**src/rtl/avg_pkg.sv**
```systemverilog
package avg_pkg;

    localparam int unsigned SAMPLE_W_DEF  = 12;
    localparam int unsigned TAG_W_DEF     = 4;
    localparam int unsigned MAX_SHIFT_DEF = 6;

    // Clamp a requested exponent to the largest supported one.
    function automatic int unsigned clamp_shift(input int unsigned req,
                                                input int unsigned max_shift);
        return (req > max_shift) ? max_shift : req;
    endfunction

endpackage

```
**src/rtl/avg_cfg_track.sv**
```systemverilog
module avg_cfg_track #(
    parameter int unsigned MAX_SHIFT = avg_pkg::MAX_SHIFT_DEF,
    localparam int unsigned SHIFT_W  = $clog2(MAX_SHIFT + 1)
) (
    input  logic               clk,
    input  logic               rst_n,
    input  logic [SHIFT_W-1:0] cfg_shift,
    output logic [SHIFT_W-1:0] eff_shift,
    output logic               restart
);

    typedef struct packed {
        logic [SHIFT_W-1:0] shift;
    } cfg_state_t;

    cfg_state_t st_d, st_q;

    always_comb begin
        eff_shift = SHIFT_W'(avg_pkg::clamp_shift(int'(cfg_shift), MAX_SHIFT));
        restart   = (eff_shift != st_q.shift);
        st_d      = st_q;
        st_d.shift = eff_shift;
    end

    always_ff @(posedge clk) begin
        if (!rst_n) begin
            st_q <= '0;
        end else begin
            st_q <= st_d;
        end
    end

endmodule

```
**src/rtl/avg_accum.sv**
```systemverilog
module avg_accum #(
    parameter int unsigned SAMPLE_W  = avg_pkg::SAMPLE_W_DEF,
    parameter int unsigned TAG_W     = avg_pkg::TAG_W_DEF,
    parameter int unsigned MAX_SHIFT = avg_pkg::MAX_SHIFT_DEF,
    localparam int unsigned SHIFT_W  = $clog2(MAX_SHIFT + 1),
    localparam int unsigned ACC_W    = SAMPLE_W + MAX_SHIFT,
    localparam int unsigned CNT_W    = (MAX_SHIFT > 0) ? MAX_SHIFT : 1
) (
    input  logic                clk,
    input  logic                rst_n,
    input  logic                in_valid,
    input  logic [SAMPLE_W-1:0] in_data,
    input  logic [TAG_W-1:0]    in_tag,
    input  logic [SHIFT_W-1:0]  eff_shift,
    input  logic                restart,
    output logic                group_done,
    output logic [ACC_W-1:0]    group_sum
);

    typedef struct packed {
        logic             busy;
        logic [ACC_W-1:0] acc;
        logic [CNT_W-1:0] cnt;
        logic [TAG_W-1:0] tag;
    } acc_state_t;

    acc_state_t st_d, st_q;

    logic             fresh;
    logic [ACC_W-1:0] acc_base;
    logic [CNT_W-1:0] cnt_base;
    logic [CNT_W:0]   group_len;
    logic             is_last;

    always_comb begin
        fresh     = restart || !st_q.busy || (in_tag != st_q.tag);
        acc_base  = fresh ? '0 : st_q.acc;
        cnt_base  = fresh ? '0 : st_q.cnt;
        group_len = (CNT_W + 1)'(1) << eff_shift;
        is_last   = ({1'b0, cnt_base} == (group_len - 1'b1));
        group_sum = acc_base + ACC_W'(in_data);
        group_done = in_valid && is_last;

        st_d = st_q;
        if (in_valid) begin
            if (is_last) begin
                st_d.busy = 1'b0;
                st_d.acc  = '0;
                st_d.cnt  = '0;
            end else begin
                st_d.busy = 1'b1;
                st_d.acc  = group_sum;
                st_d.cnt  = cnt_base + 1'b1;
                st_d.tag  = in_tag;
            end
        end else if (restart) begin
            st_d.busy = 1'b0;
            st_d.acc  = '0;
            st_d.cnt  = '0;
        end
    end

    always_ff @(posedge clk) begin
        if (!rst_n) begin
            st_q <= '0;
        end else begin
            st_q <= st_d;
        end
    end

endmodule

```
**src/rtl/avg_result.sv**
```systemverilog
module avg_result #(
    parameter int unsigned SAMPLE_W  = avg_pkg::SAMPLE_W_DEF,
    parameter int unsigned TAG_W     = avg_pkg::TAG_W_DEF,
    parameter int unsigned MAX_SHIFT = avg_pkg::MAX_SHIFT_DEF,
    localparam int unsigned SHIFT_W  = $clog2(MAX_SHIFT + 1),
    localparam int unsigned ACC_W    = SAMPLE_W + MAX_SHIFT
) (
    input  logic                clk,
    input  logic                rst_n,
    input  logic                group_done,
    input  logic [ACC_W-1:0]    group_sum,
    input  logic [TAG_W-1:0]    group_tag,
    input  logic [SHIFT_W-1:0]  eff_shift,
    output logic                out_valid,
    output logic [SAMPLE_W-1:0] out_data,
    output logic [TAG_W-1:0]    out_tag
);

    typedef struct packed {
        logic                vld;
        logic [SAMPLE_W-1:0] data;
        logic [TAG_W-1:0]    tag;
    } res_state_t;

    res_state_t st_d, st_q;
    logic [ACC_W-1:0] scaled;

    always_comb begin
        scaled = group_sum >> eff_shift;
        st_d   = st_q;
        st_d.vld = group_done;
        if (group_done) begin
            st_d.data = scaled[SAMPLE_W-1:0];
            st_d.tag  = group_tag;
        end
    end

    always_ff @(posedge clk) begin
        if (!rst_n) begin
            st_q <= '0;
        end else begin
            st_q <= st_d;
        end
    end

    assign out_valid = st_q.vld;
    assign out_data  = st_q.data;
    assign out_tag   = st_q.tag;

endmodule

```
**src/rtl/sample_averager.sv**
```systemverilog
module sample_averager #(
    parameter int unsigned SAMPLE_W  = avg_pkg::SAMPLE_W_DEF,
    parameter int unsigned TAG_W     = avg_pkg::TAG_W_DEF,
    parameter int unsigned MAX_SHIFT = avg_pkg::MAX_SHIFT_DEF,
    localparam int unsigned SHIFT_W  = $clog2(MAX_SHIFT + 1),
    localparam int unsigned ACC_W    = SAMPLE_W + MAX_SHIFT
) (
    input  logic                clk,
    input  logic                rst_n,
    input  logic [SHIFT_W-1:0]  cfg_shift,
    input  logic                in_valid,
    input  logic [SAMPLE_W-1:0] in_data,
    input  logic [TAG_W-1:0]    in_tag,
    output logic                out_valid,
    output logic [SAMPLE_W-1:0] out_data,
    output logic [TAG_W-1:0]    out_tag
);

    logic [SHIFT_W-1:0] eff_shift;
    logic               restart;
    logic               group_done;
    logic [ACC_W-1:0]   group_sum;

    avg_cfg_track #(
        .MAX_SHIFT (MAX_SHIFT)
    ) u_cfg (
        .clk       (clk),
        .rst_n     (rst_n),
        .cfg_shift (cfg_shift),
        .eff_shift (eff_shift),
        .restart   (restart)
    );

    avg_accum #(
        .SAMPLE_W  (SAMPLE_W),
        .TAG_W     (TAG_W),
        .MAX_SHIFT (MAX_SHIFT)
    ) u_acc (
        .clk        (clk),
        .rst_n      (rst_n),
        .in_valid   (in_valid),
        .in_data    (in_data),
        .in_tag     (in_tag),
        .eff_shift  (eff_shift),
        .restart    (restart),
        .group_done (group_done),
        .group_sum  (group_sum)
    );

    avg_result #(
        .SAMPLE_W  (SAMPLE_W),
        .TAG_W     (TAG_W),
        .MAX_SHIFT (MAX_SHIFT)
    ) u_res (
        .clk        (clk),
        .rst_n      (rst_n),
        .group_done (group_done),
        .group_sum  (group_sum),
        .group_tag  (in_tag),
        .eff_shift  (eff_shift),
        .out_valid  (out_valid),
        .out_data   (out_data),
        .out_tag    (out_tag)
    );

endmodule

```
**config.mk**
```make
export PLATFORM = sky130hd
export DESIGN_NAME = sample_averager
export DESIGN_NICKNAME = d
export VERILOG_FILES = /design/src/rtl/avg_pkg.sv /design/src/rtl/avg_cfg_track.sv /design/src/rtl/avg_accum.sv /design/src/rtl/avg_result.sv /design/src/rtl/sample_averager.sv
export SDC_FILE = /design/constraint.sdc
export NUM_CORES = 1
export LEC_CHECK = 0
export ABC_AREA = 1
export CAP_MARGIN = 10
export CELL_PAD_IN_SITES_DETAIL_PLACEMENT = 0
export CELL_PAD_IN_SITES_GLOBAL_PLACEMENT = 1
export CORE_ASPECT_RATIO = 0.75
export CORE_MARGIN = 1.5
export CORE_UTILIZATION = 43
export CTS_BUF_LIST = sky130_fd_sc_hd__clkbuf_8 sky130_fd_sc_hd__clkbuf_16
export CTS_CLUSTER_DIAMETER = 60
export DETAILED_ROUTE_END_ITERATION = 12
export PLACE_DENSITY_LB_ADDON = 0.2
export SLEW_MARGIN = 20
export SYNTH_ARGS = -nofsm -noshare
export SYNTH_HDL_FRONTEND = slang
export SYNTH_SLANG_ARGS = --single-unit
export TNS_END_PERCENT = 50
```
**constraint.sdc**
```tcl
create_clock -name clk -period 5.1 [get_ports clk]
set_input_delay 0.765 -clock clk [delete_from_list [all_inputs] [get_ports clk]]
set_output_delay 0.765 -clock clk [all_outputs]
set_load 0.05 [all_outputs]
```
==> flow_summary_export.csv, run 1 <==
group,metric,value,unit
clock_tree,htreeDepth,2,
critical_path,reg2reg_from,"u_acc.st_q[3]",
placement,dp.cells,671,
synth,netlist_area,3390,µm²
critical_path,path_cells,"clkdlybuf4s50_1, inv_2, nand2_1, nand2_1, nor2_2, nand3_4, inv_2, nand2_4, nor2_1, ha_1, fa_1, nand3_1, nand2_1, nand3_1, nand3_1, nand3_1, nor2_1, nand2_1, nand2_1, nand2_1, nand3_1, nand2_1, nor2_1, nor2_1",
cells_and_area,fill_cells,776,
grt,met1_usage,34.3,%
clock_tree,cts_root_buf,"clkbuf_8",
critical_path,crit_slowest_cell,"clkdlybuf4s50_1",
clock_tree,clock_path_buffers,2,
grt,grt_pass1_wl,15.9,mm
clock_tree,clk-insertion-delay-late,0.31,ns
critical_path,critPathTopFamily,"simple AND/OR/NAND/NOR gates",
clock_tree,ctsResizeCount,0,
cells_and_area,n_antenna_cell,0,
synth,synth_top_family_by_area,"simple AND/OR/NAND/NOR gates",
drt,vias,3481,
drt,drtAntennaViolNets,0,
clock_tree,cts.sinks,49,
placement,place_congestion,0.835,
timing,setup_ws,0.866,ns
drt,viasPerCell,5.13,
critical_path,worstPathMaxFanout,18,
cells_and_area,finalNetCount,613,
placement,port_buffers,38,
grt,grt_max_degree,30,
die,num_rows,27,
timing,fin_skew,0.00750,ns
placement,dp_hpwl,6.89,mm
drt,wl,9.22,mm
hold_path,hp-class,"flop to flop",
die,coreArea,7500,µm²
synth,synth_common_cells,"nand2_1, inv_1, a21oi_1, nand3_1",
synth,ys_warn_count,0,
grt,antenna_found_initial,0,
cells_and_area,final_cell_count_no_fill,679,
clock_tree,cts_tree,"done",
hold_path,hold_start,"u_acc.st_q[19]",
synth,synth-simple-area-share,36.6,%
critical_path,required,5.31,ns
cells_and_area,areaGrowthSynthToFinish,16.7,%
synth,synth_fa_ha_area_share,5.40,%
synth,synth_edf_count,0,
die,start_util,45.1,%
timing,tightestPinTransition,0.688,ns
clock_tree,postCtsSetupRepairBufs,0,
drt,drt_first_pass_iters,5,
synth,synth_seq_cells,49,
timing,max_freq,236,MHz
synth,synth_cell_type_count,36,
die,die_w,105,µm
critical_path,worstPathArrival,4.45,ns
timing,fin_crit,4.23,ns
timing,finalHoldViolCount,0,
pwr,p_leak,0.00182,µW
synth,synth_top_area_share,29.0,%
grt,busiest_layer,"met2",
critical_path,crit_buf_inv,3,
die,ios,39,
placement,placedInstanceArea,3860,µm²
critical_path,cp_common_cell,"nand2_1",
cells_and_area,drive_gt1_share,6.06,%
clock_tree,cts_hold_buf,0,
synth,ys_async_sr_fraction,0,%
synth,syn_inst,544,
clock_tree,clk_pin_slew_worst_paths,0.10,ns
grt,met2_usage,36.7,%
pwr,irDropWorstVdd,107,µV
drt,drc,0,
critical_path,startpoint,"cfg_shift[1]",
pwr,power.density,197,nW/µm²
drt,wl_per_cell,13.6,µm
status,status,"completed",
synth,avgSynthCellArea,6.22,µm²
synth,synth-main-ff-cell,"dfxtp_1",
critical_path,critPathLaunchType,"input port",
critical_path,critPathKind,"input port to flop",
grt,met3_usage,3.59,%
job,cap_violations,0,
timing,maxSlewViolCount,0,
synth,muxShareOfSynthArea,0.296,%
synth,synth_area_leaders,"dfxtp_1, nand2_1, a21oi_1, nand3_1, inv_1",
synth,synth_xor_area_share,4.14,%
grt,grt.total_usage,23.5,%
die,die_area,8420,µm²
die,die_h,79.8,µm
timing,slew_headroom,54.0,%
synth,yosysMostFrequentCell,"nand2_1",
synth,synth-compound-area-share,14.7,%
synth,synth_largest_area_cell,"dfxtp_1",
cells_and_area,final_area,3950,µm²
placement,place_ws,0.574,ns
clock_tree,cts_made_buffers,5,
grt,grt_pass1_vias,3335,
critical_path,end_kind,"flop",
timing,setup_viol,0,
synth,yosysSeqAreaShare,29.0,%
timing,min_period_over_period,83.0,%
timing,setup-tns-final,0,ns
synth,synth_fp_nets,580,
drt,drtIter0Drc,202,
timing,rsz0062_at_grt,"false",
grt,grt_overflow,0,
critical_path,worst_path_largest_cell_delay,0.74,ns
[final timing paths]
check / slack, ns / to / depth (start not counted)
worst max-delay path: 0.87 / u_res.out_data[11] / 24
worst min-delay path: 0.47 / u_acc.st_q[19] / 2
worst max register to register: 1.83 / u_res.out_data[11] / 23
worst min register to register: 0.47 / u_acc.st_q[19] / 2
[registers in the layout, summed over array words and instances (netlist names)]
| register | count |
|---|---|
| u_acc.st_q | 29 |
| u_res.out_data | 12 |
| u_res.out_tag | 4 |
| u_cfg.st_q | 3 |
| u_res.out_valid | 1 |
[worst reg2reg max path, delay by kind of cell (launching register included)]
family	cells	cell delay [ns]
simple gates	19	2.15
flops	1	0.34
buf+inv	2	0.21
fa+ha+maj	2	0.47
[final cells by class]
cell class | count | area [µm²] | share of cell area (%)
Multi-Input combinational cell | 412 | 2070 | 52.4
Sequential cell | 49 | 981 | 24.8
Timing Repair Buffer | 47 | 448 | 11.3
Inverter | 62 | 233 | 5.89
Tap cell | 101 | 126 | 3.20
Clock buffer | 5 | 68.8 | 1.74
Clock inverter | 3 | 25.0 | 0.633
[cell families (layout without fill, tap and decap cells)]
group / Yosys count / in the layout
and+or+nand+nor: 287 / 287
adders and majority gates: 14 / 14
buffers and inverters: 83 / 117
DFF: 49 / 49
xor gates and xnor gates: 16 / 16
AOI/OAI and AO/OA: 94 / 94
muxes: 1 / 1
[power by group]
part	switching [µW]	internal (µW)	total, µW	leakage (µW)
registers	4.33	391	396	0.000399
logic	83.1	48.6	132	0.00138
clock network	151	100	251	0.0000452
total	238	540	778	0.00182
[stage by stage]
stage               util (%)  total power, µW  hold slack [ns]
floorplan                  -              490            0.445
global placement        51.4              534            0.452
detailed placement      51.4              535            0.456
CTS                     52.7              784            0.471
global route            52.7              817            0.487
finish                  52.7              778            0.471
[metal layers]
| metal | part of all wire (%) | wire length (µm) |
|---|---|---|
| met5 | 0 | 0 |
| met4 | 0.52 | 48 |
| met3 | 5.2 | 479 |
| met2 | 40 | 3730 |
| met1 | 54 | 4960 |
[cell usage in the layout, fill, tap and decap left out, types with 2 or more instances in the layout]
master and count:
a31oi_1 4, nor2_1 49, o21ai_0 10, nand2_2 3, and2_1 2, nand4_1 6
o21ai_1 16, clkbuf_8 5, o21bai_1 3, o211ai_1 2, nand3_1 53, ha_1 13
nand2_1 163, inv_1 56, nor2_2 4, dfxtp_1 49, inv_2 6, xor2_1 11
xnor2_1 5, o22ai_1 2, buf_4 9, inv_6 2, a21oi_1 55, clkdlybuf4s50_1 38
Note: power is estimated with default switching activity, not from simulation.
==> inputs of run 2 (changes only) <==
--- a/config.mk
+++ b/config.mk
@@ -11,7 +11,7 @@
 export CELL_PAD_IN_SITES_GLOBAL_PLACEMENT = 1
 export CORE_ASPECT_RATIO = 0.75
 export CORE_MARGIN = 1.5
-export CORE_UTILIZATION = 43
+export CORE_UTILIZATION = 36
 export CTS_BUF_LIST = sky130_fd_sc_hd__clkbuf_8 sky130_fd_sc_hd__clkbuf_16
 export CTS_CLUSTER_DIAMETER = 60
 export DETAILED_ROUTE_END_ITERATION = 12
==> constraint.sdc (replaced) <==
create_clock -name clk -period 3.6 [get_ports clk]
set_input_delay 0.54 -clock clk [delete_from_list [all_inputs] [get_ports clk]]
set_output_delay 0.54 -clock clk [all_outputs]
set_load 0.05 [all_outputs]
==> run 2 against run 1 <==
  * Die area rose by 19%
  * First-iteration DRC count rose by 7.9%
  * Clock skew fell by 0.00067 ns
  * Clock power rose by 110%
  * Largest cell class unchanged
  * Worst hold slack got worse by 0.0056 ns
  * Core utilization fell by 3.5 points
  * Non-clock buffer count rose by 47
==> flow_summary_export.csv, run 2 (synthesized netlist as in run 1, its figures left out) <==
group,metric,value,unit
critical_path,worst_path_largest_cell_delay,0.51,ns
pwr,irDropWorstVdd,131,µV
placement,dp_hpwl,7.57,mm
clock_tree,clk_pin_slew_worst_paths,0.07,ns
clock_tree,cts_hold_buf,0,
critical_path,critPathKind,"input port to flop",
drt,wl_per_cell,13.4,µm
grt,met3_usage,3.76,%
placement,dp.cells,745,
pwr,p_leak,0.00211,µW
placement,place_congestion,0.866,
placement,placedInstanceArea,4240,µm²
critical_path,crit_buf_inv,4,
timing,maxSlewViolCount,0,
drt,drc,0,
drt,drtAntennaViolNets,0,
drt,viasPerCell,4.83,
cells_and_area,top_register,"u_acc.st_q",
critical_path,required,3.82,ns
grt,grt.total_usage,21.3,%
timing,finalHoldViolCount,0,
timing,slew_headroom,62.2,%
cells_and_area,finalNetCount,660,
critical_path,crit_slowest_cell,"clkdlybuf4s50_1",
hold_path,hp-class,"flop to flop",
cells_and_area,areaGrowthSynthToFinish,31.9,%
grt,grt_pass1_wl,16.8,mm
die,die_w,115,µm
clock_tree,cts_tree,"done",
pwr,swShare,26.4,%
pwr,p_comb_share,16.6,%
grt,met2_usage,31.1,%
cells_and_area,final_common_cell,"nand2_1",
cells_and_area,largest_reg_flops,29,
clock_tree,clk-insertion-delay-late,0.29,ns
timing,fin_crit,3.30,ns
pwr,power.density,295,nW/µm²
cells_and_area,fin_util,49.2,%
pwr,finalPower,1320,µW
clock_tree,htreeDepth,2,
critical_path,path_cells,"clkdlybuf4s50_1, inv_1, nand2_1, nand2_1, nor2_1, nand3_1, inv_2, nand2_8, nor2_1, ha_1, nand2_2, inv_1, nand2_1, nand2_1, nand2_1, nand3_1, nand4_1, nand2_2, nand2_1, nand3_1, nand3_1, nand3_1, a21oi_1",
grt,grt_pass1_vias,3398,
status,status,"completed",
cells_and_area,final_cell_count_no_fill,752,
pwr,power.internal,969,µW
critical_path,worstPathMaxFanout,13,
grt,grt_overflow,0,
critical_path,cp_common_cell,"nand2_1",
critical_path,critPathLaunchType,"input port",
placement,port_buffers,38,
critical_path,reg2reg_from,"u_acc.st_q[3]",
critical_path,rrSetupSlack,0.73,ns
grt,grt_max_degree,24,
timing,max_freq,303,MHz
die,ios,39,
cells_and_area,fill_cells,956,
drt,drtIter0Drc,218,
grt,met1_usage,33.0,%
die,coreArea,9080,µm²
critical_path,startpoint,"in_tag[1]",
clock_tree,postCtsSetupRepairBufs,0,
critical_path,critPathTopFamily,"simple AND/OR/NAND/NOR gates",
clock_tree,cts.sinks,49,
clock_tree,cts_made_buffers,5,
grt,busiest_layer,"met1",
timing,fin_skew,0.00682,ns
grt,antenna_found_initial,0,
job,cap_violations,0,
cells_and_area,layout_common_cells,"nand2_1, buf_4, inv_1",
timing,tightestPinTransition,0.566,ns
cells_and_area,n_antenna_cell,0,
die,start_util,37.3,%
hold_path,hold_start,"u_acc.st_q[15]",
drt,vias,3635,
timing,setup_viol,0,
die,die_h,87.0,µm
pwr,pwr-share-clk,40.8,%
drt,wl,10.1,mm
die,die_area,10000,µm²
clock_tree,clock_path_buffers,2,
critical_path,end_kind,"flop",
pwr,seqPwrFrac,42.6,%
clock_tree,cts_root_buf,"clkbuf_16",
cells_and_area,drive_gt1_share,15.2,%
timing,min_period_over_period,91.7,%
drt,drt_first_pass_iters,4,
critical_path,worstPathArrival,3.52,ns
cells_and_area,final_area,4470,µm²
die,num_rows,30,
pwr,p_sw,347,µW
[run 2: final timing paths]
check,end,cells past startpoint
min reg2reg,u_acc.st_q[15],2
max,u_res.out_data[6],23
max reg2reg,u_res.out_data[6],22
min,u_acc.st_q[15],2
[run 2: stage by stage]
stage / hold slack (ns) / setup TNS (ns) / worst slack [ns]
2_1_floorplan: 0.445 / 0 / 0.133
3_3_place_gp: 0.452 / -1.69 / -0.165
3_5_place_dp: 0.455 / -2.06 / -0.204
4_1_cts: 0.466 / 0 / 0.0867
5_1_grt: 0.483 / -0.00390 / -0.00390
6_report: 0.465 / 0 / 0.299
[run 2: worst reg2reg max path: stages, from the launching register on]
cell and delay (ns):
dfxtp_1 0.33, inv_1 0.05, nand2_1 0.05, nand2_1 0.05, nor2_1 0.12, nand3_1 0.13, inv_2 0.12, nand2_8 0.10
nor2_1 0.13, ha_1 0.31, nand2_2 0.12, inv_1 0.04, nand2_1 0.06, nand2_1 0.06, nand2_1 0.10, nand3_1 0.11
nand4_1 0.14, nand2_2 0.10, nand2_1 0.12, nand3_1 0.11, nand3_1 0.12, nand3_1 0.15, a21oi_1 0.18
[run 2: routing by layer]
layer / vias to the layer above / share of wire [%]
met5: - / 0
met4: 0 / 0.78
met3: 10 / 5.2
met2: 82 / 40
met1: 1627 / 55
li1: 1916 / -
[run 2: what timing repair did]
action                                  4_1_cts  5_1_grt
endpoints found under the hold margin         0        0
resized for setup                             0       18
endpoints found under the setup margin        0       14
[run 2: final cells by class]
type / count / area, µm² / area share, %
multi-input cells: 412 / 2130 / 47.6
flip-flops and latches: 49 / 981 / 22.0
repair buffers: 94 / 806 / 18.0
inverters: 62 / 233 / 5.21
well taps: 128 / 160 / 3.59
clock buffers: 5 / 125 / 2.80
clock inverters: 2 / 35.0 / 0.784
[run 2: power groups by stage]
stage	sequential [µW]	combinational (µW)	clock, µW
after floorplan	573	121	0
after global placement	573	214	0
after detailed placement	573	214	0
after CTS	561	215	550
after global routing	562	242	568
final	561	219	537
